## src/rtl/xbus_pkg.sv

```systemverilog
package xbus_pkg;

  typedef enum logic [1:0] {
    K_FETCH = 2'd0,
    K_READ  = 2'd1,
    K_WRITE = 2'd2
  } kind_e;

  // Request op decode; the spare code falls back to a fetch.
  function automatic kind_e decode_op(input logic [1:0] op);
    case (op)
      2'b01:   return K_READ;
      2'b10:   return K_WRITE;
      default: return K_FETCH;
    endcase
  endfunction

endpackage

```

## src/rtl/xbus_phase_ctr.sv

```systemverilog
module xbus_phase_ctr
  import xbus_pkg::*;
#(
  parameter int ADDR_W = 16,
  parameter int DATA_W = 8,
  parameter int CYC    = 12,
  parameter int PH_W   = 5
) (
  input  logic              clk,
  input  logic              rst_n,
  input  logic              cmd_valid,
  output logic              cmd_ready,
  input  logic [1:0]        cmd_op,
  input  logic              cmd_two,
  input  logic [ADDR_W-1:0] cmd_addr,
  input  logic [DATA_W-1:0] cmd_wdata,
  output logic              busy,
  output logic [PH_W-1:0]   ph,
  output kind_e             kind,
  output logic              two,
  output logic [ADDR_W-1:0] addr,
  output logic [DATA_W-1:0] wdata
);

  localparam logic [PH_W-1:0] LAST_FETCH = PH_W'(CYC - 1);
  localparam logic [PH_W-1:0] LAST_DATA  = PH_W'(2 * CYC - 1);

  logic [PH_W-1:0] last;

  assign last      = (kind == K_FETCH) ? LAST_FETCH : LAST_DATA;
  assign cmd_ready = !busy;

  always_ff @(posedge clk or negedge rst_n) begin
    if (!rst_n) begin
      busy  <= 1'b0;
      ph    <= '0;
      kind  <= K_FETCH;
      two   <= 1'b0;
      addr  <= '0;
      wdata <= '0;
    end else if (!busy) begin
      if (cmd_valid) begin
        busy  <= 1'b1;
        ph    <= '0;
        kind  <= decode_op(cmd_op);
        two   <= cmd_two;
        addr  <= cmd_addr;
        wdata <= cmd_wdata;
      end
    end else if (ph == last) begin
      busy <= 1'b0;
    end else begin
      ph <= ph + PH_W'(1);
    end
  end

endmodule

```

## src/rtl/xbus_strobe_dec.sv

```systemverilog
module xbus_strobe_dec
  import xbus_pkg::*;
#(
  parameter int CLKS = 2,
  parameter int CYC  = 12,
  parameter int PH_W = 5
) (
  input  logic            busy,
  input  logic [PH_W-1:0] ph,
  input  kind_e           kind,
  input  logic            two,
  output logic            ale,
  output logic            psen_n,
  output logic            rd_n,
  output logic            wr_n,
  output logic            addr_drv,
  output logic            data_drv,
  output logic            sample,
  output logic            half2
);

  // A fetch machine cycle splits into two byte slots of three states each.
  localparam int HALF      = 3 * CLKS;
  // Data strobe runs from S1 of the second cycle through the first clock of S5.
  localparam int STROBE_HI = CYC + 4 * CLKS;

  int p;
  int pos;
  logic strobe;

  always_comb begin
    p        = int'(ph);
    pos      = (p >= HALF) ? p - HALF : p;
    half2    = 1'b0;
    ale      = 1'b0;
    psen_n   = 1'b1;
    rd_n     = 1'b1;
    wr_n     = 1'b1;
    addr_drv = 1'b0;
    data_drv = 1'b0;
    sample   = 1'b0;
    strobe   = 1'b0;
    if (busy) begin
      if (kind == K_FETCH) begin
        half2    = (p >= HALF);
        ale      = (pos < CLKS);
        addr_drv = (pos <= CLKS);
        psen_n   = !(pos > CLKS);
        sample   = (pos == HALF - 1) && (!half2 || two);
      end else begin
        ale      = (p >= HALF) && (p < HALF + CLKS);
        addr_drv = (p >= HALF) && (p <= HALF + CLKS);
        strobe   = (p >= CYC) && (p <= STROBE_HI);
        rd_n     = !(strobe && kind == K_READ);
        wr_n     = !(strobe && kind == K_WRITE);
        data_drv = strobe && (kind == K_WRITE);
        sample   = (kind == K_READ) && (p == STROBE_HI);
      end
    end
  end

endmodule

```

## src/rtl/xbus_capture.sv

```systemverilog
module xbus_capture #(
  parameter int DATA_W = 8
) (
  input  logic              clk,
  input  logic              rst_n,
  input  logic              sample,
  input  logic [DATA_W-1:0] p0_in,
  output logic              rsp_valid,
  output logic [DATA_W-1:0] rsp_data
);

  always_ff @(posedge clk or negedge rst_n) begin
    if (!rst_n) begin
      rsp_valid <= 1'b0;
      rsp_data  <= '0;
    end else begin
      rsp_valid <= sample;
      if (sample) rsp_data <= p0_in;
    end
  end

endmodule

```

## src/rtl/xbus_seq.sv

```systemverilog
module xbus_seq
  import xbus_pkg::*;
#(
  parameter int ADDR_W         = 16,
  parameter int DATA_W         = 8,
  parameter int CLKS_PER_STATE = 2
) (
  input  logic                     clk,
  input  logic                     rst_n,
  input  logic                     cmd_valid,
  output logic                     cmd_ready,
  input  logic [1:0]               cmd_op,
  input  logic                     cmd_two,
  input  logic [ADDR_W-1:0]        cmd_addr,
  input  logic [DATA_W-1:0]        cmd_wdata,
  output logic                     rsp_valid,
  output logic [DATA_W-1:0]        rsp_data,
  output logic                     ale,
  output logic                     psen_n,
  output logic                     rd_n,
  output logic                     wr_n,
  output logic [DATA_W-1:0]        p0_out,
  output logic                     p0_oe,
  input  logic [DATA_W-1:0]        p0_in,
  output logic [ADDR_W-DATA_W-1:0] p2_out
);

  localparam int STATES = 6;
  localparam int CYC    = STATES * CLKS_PER_STATE;
  localparam int PH_W   = $clog2(2 * CYC);

  logic              busy;
  logic [PH_W-1:0]   ph;
  kind_e             kind;
  logic              two;
  logic [ADDR_W-1:0] addr;
  logic [DATA_W-1:0] wdata;
  logic              addr_drv;
  logic              data_drv;
  logic              sample;
  logic              half2;
  logic [ADDR_W-1:0] cur_addr;

  xbus_phase_ctr #(
    .ADDR_W(ADDR_W), .DATA_W(DATA_W), .CYC(CYC), .PH_W(PH_W)
  ) u_ctr (
    .clk(clk), .rst_n(rst_n),
    .cmd_valid(cmd_valid), .cmd_ready(cmd_ready),
    .cmd_op(cmd_op), .cmd_two(cmd_two),
    .cmd_addr(cmd_addr), .cmd_wdata(cmd_wdata),
    .busy(busy), .ph(ph), .kind(kind), .two(two),
    .addr(addr), .wdata(wdata)
  );

  xbus_strobe_dec #(
    .CLKS(CLKS_PER_STATE), .CYC(CYC), .PH_W(PH_W)
  ) u_dec (
    .busy(busy), .ph(ph), .kind(kind), .two(two),
    .ale(ale), .psen_n(psen_n), .rd_n(rd_n), .wr_n(wr_n),
    .addr_drv(addr_drv), .data_drv(data_drv),
    .sample(sample), .half2(half2)
  );

  xbus_capture #(.DATA_W(DATA_W)) u_cap (
    .clk(clk), .rst_n(rst_n), .sample(sample), .p0_in(p0_in),
    .rsp_valid(rsp_valid), .rsp_data(rsp_data)
  );

  // Second fetch slot presents the following byte address.
  assign cur_addr = half2 ? addr + ADDR_W'(1) : addr;
  assign p0_oe    = addr_drv || data_drv;
  assign p0_out   = data_drv ? wdata : cur_addr[DATA_W-1:0];
  assign p2_out   = cur_addr[ADDR_W-1:DATA_W];

endmodule

```

## config.mk

```make
export PLATFORM = sky130hd
export DESIGN_NAME = xbus_seq
export DESIGN_NICKNAME = d
export VERILOG_FILES = /design/src/rtl/xbus_pkg.sv /design/src/rtl/xbus_phase_ctr.sv /design/src/rtl/xbus_strobe_dec.sv /design/src/rtl/xbus_capture.sv /design/src/rtl/xbus_seq.sv
export SDC_FILE = /design/constraint.sdc
export NUM_CORES = 1
export LEC_CHECK = 0
export CORE_MARGIN = 2
export CORE_UTILIZATION = 25
export DETAILED_ROUTE_END_ITERATION = 16
export PLACE_DENSITY = 0.49
export SYNTH_ARGS = -nofsm -noshare
export SYNTH_HDL_FRONTEND = slang
export SYNTH_HIERARCHICAL = 1
export SYNTH_SLANG_ARGS = --single-unit
```

## constraint.sdc

```tcl
create_clock -name clk -period 2.7 [get_ports clk]
set_input_delay 0.54 -clock clk [delete_from_list [all_inputs] [get_ports clk]]
set_output_delay 0.54 -clock clk [all_outputs]
set_load 0.01 [all_outputs]
```

==> metrics.md, run 1 <==
| Metric | Value |
|---|---|
| Status | `finished, violations left` |
| Violated checks | `setup timing` |
| Arrival time at the worst endpoint | `2.30 ns` |
| Main synth FF type | `dfrtp_1` |
| Routed via count | `2272` |
| Synthesized flop and latch total | `42` |
| First-pass GRT wire length | `11.1 mm` |
| Post-Synthesis Cells | `257` |
| Worst Path Max Fanout | `5` |
| CTS Buffer Depth | `2` |
| Avg Inst Size Synth | `10.0 sq um` |
| H-Tree Level Count | `2` |
| Most common cell after layout, fill and taps aside | `clkdlybuf4s50_1` |
| Syn nets | `299` |
| Setup WS post-layout | `-0.140 ns` |
| Power per cell area | `1180 nW/um^2` |
| Post-Syn Area | `2580 sq um` |
| Ratio of cells with drive above 1 in the final layout | `36.8%` |
| Clock latency at the later pin of the worst-skew pair | `0.29 ns` |
| Starting Density | `25.3%` |
| Kind of critical path | `reg2out` |
| Tightest Pin Transition | `0.451 ns` |
| DRT antenna net count | `0` |
| Power Total | `4.49 mW` |
| RSZ-0062 raised after global routing | `true` |
| Worst-path clk slew | `0.08 ns` |
| Most frequent cells in the layout | `clkdlybuf4s50_1 (47), dfrtp_1 (41), buf_4 (40)` |
| Core footprint | `10200 sq um` |
| Gpl congestion | `0.820` |
| Minimum clock period | `2.84 ns` |
| 1st-iter DRT viols | `110` |
| Row cnt | `37` |
| Maximum VDD drop | `368 uV` |
| Root Driver | `clkbuf_8` |
| GRT Residual Overflow | `0` |
| Filler instances | `1065` |
| Die width | `106 microns` |
| Avg WL per Cell | `13.4 microns` |
| Ranking of synthesized cells by area | `dfrtp_1 (41%), mux2_2 (11%), mux2_4 (4.7%)` |
| Total Neg Setup Slack | `-0.786 ns` |
| Maxcap violations | `0` |
| Slew margin rel. | `69.9%` |
| Fin Hold WS | `0.0508 ns` |
| FF-to-FF path depth | `9` |
| Die H | `106 microns` |
| Number of flops mapped to enable cells by yosys | `0` |
| Pin count of the biggest net entering global routing | `32` |
| CP Capture Type | `output pin` |
| First-pass iteration count of the detailed router | `4` |
| Setup violators final | `10` |
| Layout Skew | `0.00481 ns` |
| CTS buffer count | `5` |
| IO Count | `69` |
| Vias in the first global route | `2250` |
| Sink Count | `42` |
| Post-synthesis sequential area ratio | `40.8%` |
| Count of different cell masters after synthesis | `49` |
| Synth warn | `6` |
| Fin. max-slew vios | `0` |
| Routed WL | `6.67 mm` |
| Fmax | `0.352 GHz` |
| Ant diodes | `0` |
| Leak | `1.60 nW` |
| Ys async rst share | `100%` |
| Final hold violation count | `0` |
| Number of vias per cell | `4.57` |
| Cell taking the most area after synthesis | `dfrtp_1` |
| Worst min path class | `in2async` |
| IO Port Bufs | `68` |
| Critical Path RT | `2.16 ns` |
| Area grow syn2layout | `47.3%` |
| Global-route usage over all layers | `12.2%` |
| Die area | `11100 sq um` |
| Post-route DRC | `0` |
| DP Wirelength | `4.90 mm` |
| CTS tree | `done` |
| Final period util | `105%` |
| CP Launch Type | `flop` |
| Nets | `402` |
| Initial antenna violation count | `0` |
| Share of the synthesized area in the top cell type | `40.8%` |
==> Yosys cell counts (all sizes together), types with 3 or more instances <==
| cell type | instances |
|---|---|
| a21oi | 9 |
| a311oi | 3 |
| and2 | 3 |
| buf | 10 |
| clkbuf | 5 |
| dfrtp | 42 |
| ha | 4 |
| inv | 12 |
| mux2 | 33 |
| nand2 | 30 |
| nand2b | 3 |
| nand3 | 6 |
| nand4 | 7 |
| nor2 | 16 |
| nor3 | 7 |
| o21ai | 15 |
| o22ai | 4 |
| xnor2 | 9 |
| xor2 | 8 |
==> power by group <==
group	total (mW)	switching, mW	internal [mW]
clock	0.473	0.214	0.258
sequential	1.18	0.236	0.940
combinational	2.84	1.32	1.52
==> stage by stage <==
step           instances  worst slack, ns  utilization (%)  instance area (sq um)
6_report             497           -0.140             37.3                   3800
5_1_grt              497           -0.267             37.3                   3800
4_1_cts              494           -0.166             36.9                   3760
3_5_place_dp         482           -0.338             35.8                   3650
3_3_place_gp         482           -0.286             35.8                   3650
2_1_floorplan        257         -0.00805                -                   2610
==> cell families (layout without fill, tap and decap cells) <==
family	Yosys count	after routing	synth area share [%]
flops	42	42	40.8
mux	35	35	16.4
buf+inv	27	131	5.58
compound gates	47	47	12.3
fa+ha+maj	4	4	1.94
simple gates	85	85	17.3
xor+xnor	17	17	5.77
==> area by class of cell <==
cell class,instances,area [sq um],area share (%)
Tap cell,136,170,4.48
Sequential cell,42,1050,27.7
Timing Repair Buffer,111,951,25.0
Clock buffer,8,110,2.90
Multi-Input combinational cell,188,1470,38.6
Inverter,12,47.5,1.25
==> registers in the layout, summed over array words and instances, names as in the netlist <==
name             count
u_ctr/wdata          8
u_ctr/busy           1
u_cap/rsp_valid      1
u_ctr/kind           2
u_ctr/two            1
u_ctr/addr          16
u_ctr/ph             5
u_cap/rsp_data       8
==> worst paths after layout <==
path / startpoint / endpoint / slack (ns)
min reg2reg: u_ctr/wdata[5] / u_ctr/wdata[5] / 0.51
max reg2reg: u_ctr/ph[2] / u_cap/rsp_data[4] / 0.39
max: u_ctr/ph[1] / p2_out[6] / -0.14
min: rst_n / u_cap/rsp_data[0] / 0.05
min in group clk: u_ctr/wdata[5] / u_ctr/wdata[5] / 0.51
max in group asynchronous: rst_n / u_ctr/ph[2] / 2.10
==> metal layers <==
metal	global-route usage, %	up-vias	share of wire, %
met2	19.8	38	48
met5	0	-	0
met1	16.6	1110	46
met4	2.63	0	0.75
li1	-	1117	-
met3	2.84	7	4.4
==> critical path: stages (launching register included) <==
cell	delay, ns
dfrtp_1	0.37
ha_2	0.19
nor2b_4	0.15
nor2_2	0.06
a21oi_2	0.13
buf_4	0.13
nand2_2	0.04
or3_4	0.44
nor4_4	0.17
xor2_1	0.17
buf_2	0.15
==> timing repair <==
| action | 4_1_cts | 5_1_grt |
|---|---|---|
| gates resized for setup | 85 | 11 |
| cloned | 0 | 0 |
| setup buffers | 4 | 3 |
| pin swaps | 13 | 10 |
| hold buffers | 0 | 0 |
| endpoints found under the setup margin | 20 | 20 |
(Power assumes the default switching activity.)
==> run 2: changes to the inputs <==
--- a/config.mk
+++ b/config.mk
@@ -5,11 +5,11 @@
 export SDC_FILE = /design/constraint.sdc
 export NUM_CORES = 1
 export LEC_CHECK = 0
+export CORE_ASPECT_RATIO = 0.6
 export CORE_MARGIN = 2
 export CORE_UTILIZATION = 25
 export DETAILED_ROUTE_END_ITERATION = 16
 export PLACE_DENSITY = 0.49
 export SYNTH_ARGS = -nofsm -noshare
 export SYNTH_HDL_FRONTEND = slang
-export SYNTH_HIERARCHICAL = 1
 export SYNTH_SLANG_ARGS = --single-unit
==> run 2 against run 1 <==
  * The run now ends clean
  * First-iteration DRC count increased by 12%
  * Clock power grew 67%
  * Die area up 0.43%
  * Total power grew 6.1%
  * Synthesized cell count rose by 15%
  * Wire length rose by 20%
  * Combinational power is 1% lower
  * Sequential power barely moved
  * Critical path type unchanged
  * Critical endpoint is now ale
==> metrics.md, run 2 <==
| Metric | Value |
|---|---|
| Status | `complete, no violations` |
| DP Area | `3620 sq um (-0.62%)` |
| Die width | `135 microns (+28%)` |
| Max reg flops | `16 (unchanged)` |
| Root Driver | `clkbuf_16` |
| Cell taking the most area after synthesis | `dfrtp_1` |
| Gpl congestion | `0.892 (+8.7%)` |
| Worst min path class | `in2async` |
| Final hold violation count | `0 (unchanged)` |
| Met3 routed wirelength | `564 microns (+91%)` |
| Avg Inst Size Synth | `8.76 sq um (-13%)` |
| Routed length on met2 | `3.16 mm (-2.3%)` |
| Cell Int Power | `2.85 mW (+4.6%)` |
| Tightest Pin Transition | `0.387 ns (-0.0635 ns)` |
| Count of different cell masters after synthesis | `52 (+6.1%)` |
| Share of the synthesized area in the top cell type | `40.7% (-0.079 points)` |
| Ranking of synthesized cells by area | `dfrtp_1 (41%), nand2_1 (12%), mux2_2 (7.4%)` |
| CTS buffer count | `5 (unchanged)` |
| Minimum clock period | `2.66 ns (-0.181 ns)` |
| Number of flops mapped to enable cells by yosys | `0 (unchanged)` |
| Slew margin rel. | `74.0% (+4.1 points)` |
| Final Cell Area | `3850 sq um (+1.3%)` |
| GRT Residual Overflow | `0 (unchanged)` |
| Initial antenna violation count | `0 (unchanged)` |
| DP Wirelength | `5.93 mm (+21%)` |
| DRT antenna net count | `0 (unchanged)` |
| Clock power frac | `16.6% (+6.1 points)` |
| CP Launch Type | `flop` |
| Post-synthesis sequential area ratio | `40.7% (-0.079 points)` |
| Power per cell area | `1240 nW/um^2 (+4.7%)` |
| Sink Count | `42 (unchanged)` |
| Power Total | `4.76 mW (+6.1%)` |
| Kind of critical path | `reg2out` |
| Setup violators final | `0 (-10)` |
| Comb pwr share | `58.8% (-4.5 points)` |
| Sw Ratio | `40.2% (+0.81 points)` |
| Main synth FF type | `dfrtp_1` |
| Worst r2r src | `u_ctr.ph[3]` |
| Vias in the first global route | `2364 (+5.1%)` |
| CP Capture Type | `output pin` |
| Maxcap violations | `0 (unchanged)` |
| Top flop regs | `u_ctr.addr x16, u_cap.rsp_data x8, u_ctr.wdata x8` |
| Starting Density | `26.0% (+0.65 points)` |
| FF-to-FF path depth | `6 (-3)` |
| Post-Synthesis Cells | `295 (+15%)` |
| Critical Path RT | `2.16 ns (about the same)` |
| Core footprint | `9950 sq um (-2.3%)` |
| Most frequent cell after synthesis | `nand2_1` |
| Post-Syn Area | `2580 sq um (+0.19%)` |
| Layout Skew | `0.00703 ns (+0.00222 ns)` |
| Most frequent cells in the layout | `nand2_1 (83), clkdlybuf4s50_1 (46), dfrtp_1 (42)` |
| Fin Hold WS | `0.155 ns (+0.104 ns)` |
| Nets | `431 (+7.2%)` |
| Cts hold-fix bufs | `0 (unchanged)` |
| Post-route DRC | `0 (unchanged)` |
| Ys async rst share | `100% (unchanged)` |
| Worst Path Max Fanout | `4 (-1)` |
| Ant diodes | `0 (unchanged)` |
| Switch Pwr | `1.92 mW (+8.2%)` |
| Final period util | `98.5% (-6.7 points)` |
| Global-route usage over all layers | `14.7% (+2.6 points)` |
| Avg WL per Cell | `15.2 microns (+13%)` |
| Most common cell after layout, fill and taps aside | `nand2_1` |
| Ratio of cells with drive above 1 in the final layout | `26.7% (-10 points)` |
| Sequential share of power | `24.6% (-1.6 points)` |
| Post-Route M1 WL | `4.22 mm (+36%)` |
| Leak | `1.71 nW (+6.7%)` |
| Top reg by flops | `u_ctr.addr` |
| Maximum VDD drop | `450 uV (+22%)` |
| First-pass GRT wire length | `12.7 mm (+14%)` |
| Die H | `82.7 microns (-22%)` |
| Synth warn | `0 (-6)` |
| 1st-iter DRT viols | `123 (+12%)` |
| Synth cell count leaders | `nand2_1 (83), dfrtp_1 (42), mux2_2 (17)` |
| Total Neg Setup Slack | `0 ns (+0.786 ns)` |
| Routed WL | `7.99 mm (+20%)` |
| Routed via count | `2431 (+7.0%)` |
| Top sig layer | `met4` |
| Area grow syn2layout | `49.0%` |
| Pin count of the biggest net entering global routing | `31 (-3.1%)` |
| RSZ-0062 raised after global routing | `true` |
| Worst-path clk slew | `0.06 ns (-0.02 ns)` |
| Sequential Area | `1050 sq um (-0.12%)` |
| IO Count | `69 (unchanged)` |
| Area of the multi-input gates | `1500 sq um (+2.4%)` |
| Fmax | `0.376 GHz (+6.8%)` |
| IO Port Bufs | `68 (unchanged)` |
| Fin. max-slew vios | `0 (unchanged)` |
| Die area | `11200 sq um (+0.43%)` |
| Filler instances | `1031 (-3.2%)` |
| Clock latency at the later pin of the worst-skew pair | `0.29 ns (about the same)` |
| Arrival time at the worst endpoint | `2.12 ns (-0.18 ns)` |
| First-pass iteration count of the detailed router | `4 (unchanged)` |
| H-Tree Level Count | `2 (unchanged)` |
| CTS tree | `done` |
| Synthesized flop and latch total | `42 (unchanged)` |
| Worst setup startpoint | `u_ctr.ph[2]` |
| CTS Buffer Depth | `2 (unchanged)` |
| Syn nets | `337 (+13%)` |
| Row cnt | `28 (-24%)` |
| Number of vias per cell | `4.63 (+1.3%)` |
## run 2: cell types whose count changed in the layout (fill, tap and decap cells not counted), sizes merged, moves of 4 or more
cell / change
a21oi: -6
buf: -14
clkbuf: +5
mux2: -16
nand2: +53
nand3: +4
nand4: -5
nor2: -6
o2111ai: +4
o211ai: +4
## run 2: layout make-up
cell class,count,area share (%)
timing repair buffer,106,23.3
tap,135,4.39
clock buffer,5,3.25
inverter,9,0.878
clock inverter,3,1.79
sequential,42,27.3
multi-input combinational,225,39.0
## run 2: metrics by stage
| step | cells | worst slack (ns) | utilization [%] |
|---|---|---|---|
| after detailed placement | 514 | -0.0853 | 36.4 |
| after global routing | 525 | -0.0351 | 38.7 |
| after CTS | 523 | 0.0144 | 38.5 |
| after floorplan | 295 | 0.130 | - |
| final | 525 | 0.0408 | 38.7 |
| after global placement | 514 | -0.117 | 36.4 |
## run 2: worst paths after layout
| path | endpoint | slack (ns) |
|---|---|---|
| max | ale | 0.04 |
| min | u_cap.rsp_data[3] | 0.15 |
| max reg2reg | u_ctr.ph[1] | 0.32 |
| min reg2reg | u_ctr.wdata[3] | 0.47 |
| max in group asynchronous | u_ctr.addr[12] | 1.84 |
| min in group clk | u_ctr.wdata[3] | 0.47 |
## run 2: critical path, stage by stage, from the launching register on
cell             delay (ns)
dfrtp_1                0.40
a211o_1                0.36
buf_4                  0.15
buf_4                  0.13
nor4_1                 0.24
o211ai_1               0.14
a2bb2oi_1              0.16
clkdlybuf4s15_1        0.25
## run 2: cell families (layout without fill, tap and decap cells)
kind of cell / Yosys count / in the layout / synth area share [%]
compound gates: 47 / 47 / 14.1
flops: 42 / 42 / 40.7
xor+xnor: 15 / 15 / 5.08
fa+ha+maj: 4 / 4 / 1.94
simple gates: 140 / 140 / 25.5
buf+inv: 28 / 123 / 4.50
mux: 19 / 19 / 8.18
## run 2: metal layers
layer,vias to the layer above,global-route usage (%)
li1,1210,-
met1,1134,22.3
met2,81,21.1
met3,6,4.40
met4,0,1.56
met5,-,0
## run 2: power groups by stage
stage                     sequential [mW]  combinational, mW  clock [mW]
after CTS                            1.17               2.75       0.807
final                                1.17               2.80       0.789
after detailed placement             1.18               2.81           0
after global routing                 1.22               3.07       0.837
after floorplan                      1.15               1.54           0
after global placement               1.18               2.79           0
## run 2: timing repair
| item | 4_1_cts | 5_1_grt |
|---|---|---|
| setup endpoints to repair | 21 | 18 |
| gates resized for setup | 56 | 28 |
| pin swaps | 2 | 3 |
| cloned | 0 | 0 |
| buffers inserted | 1 | 2 |
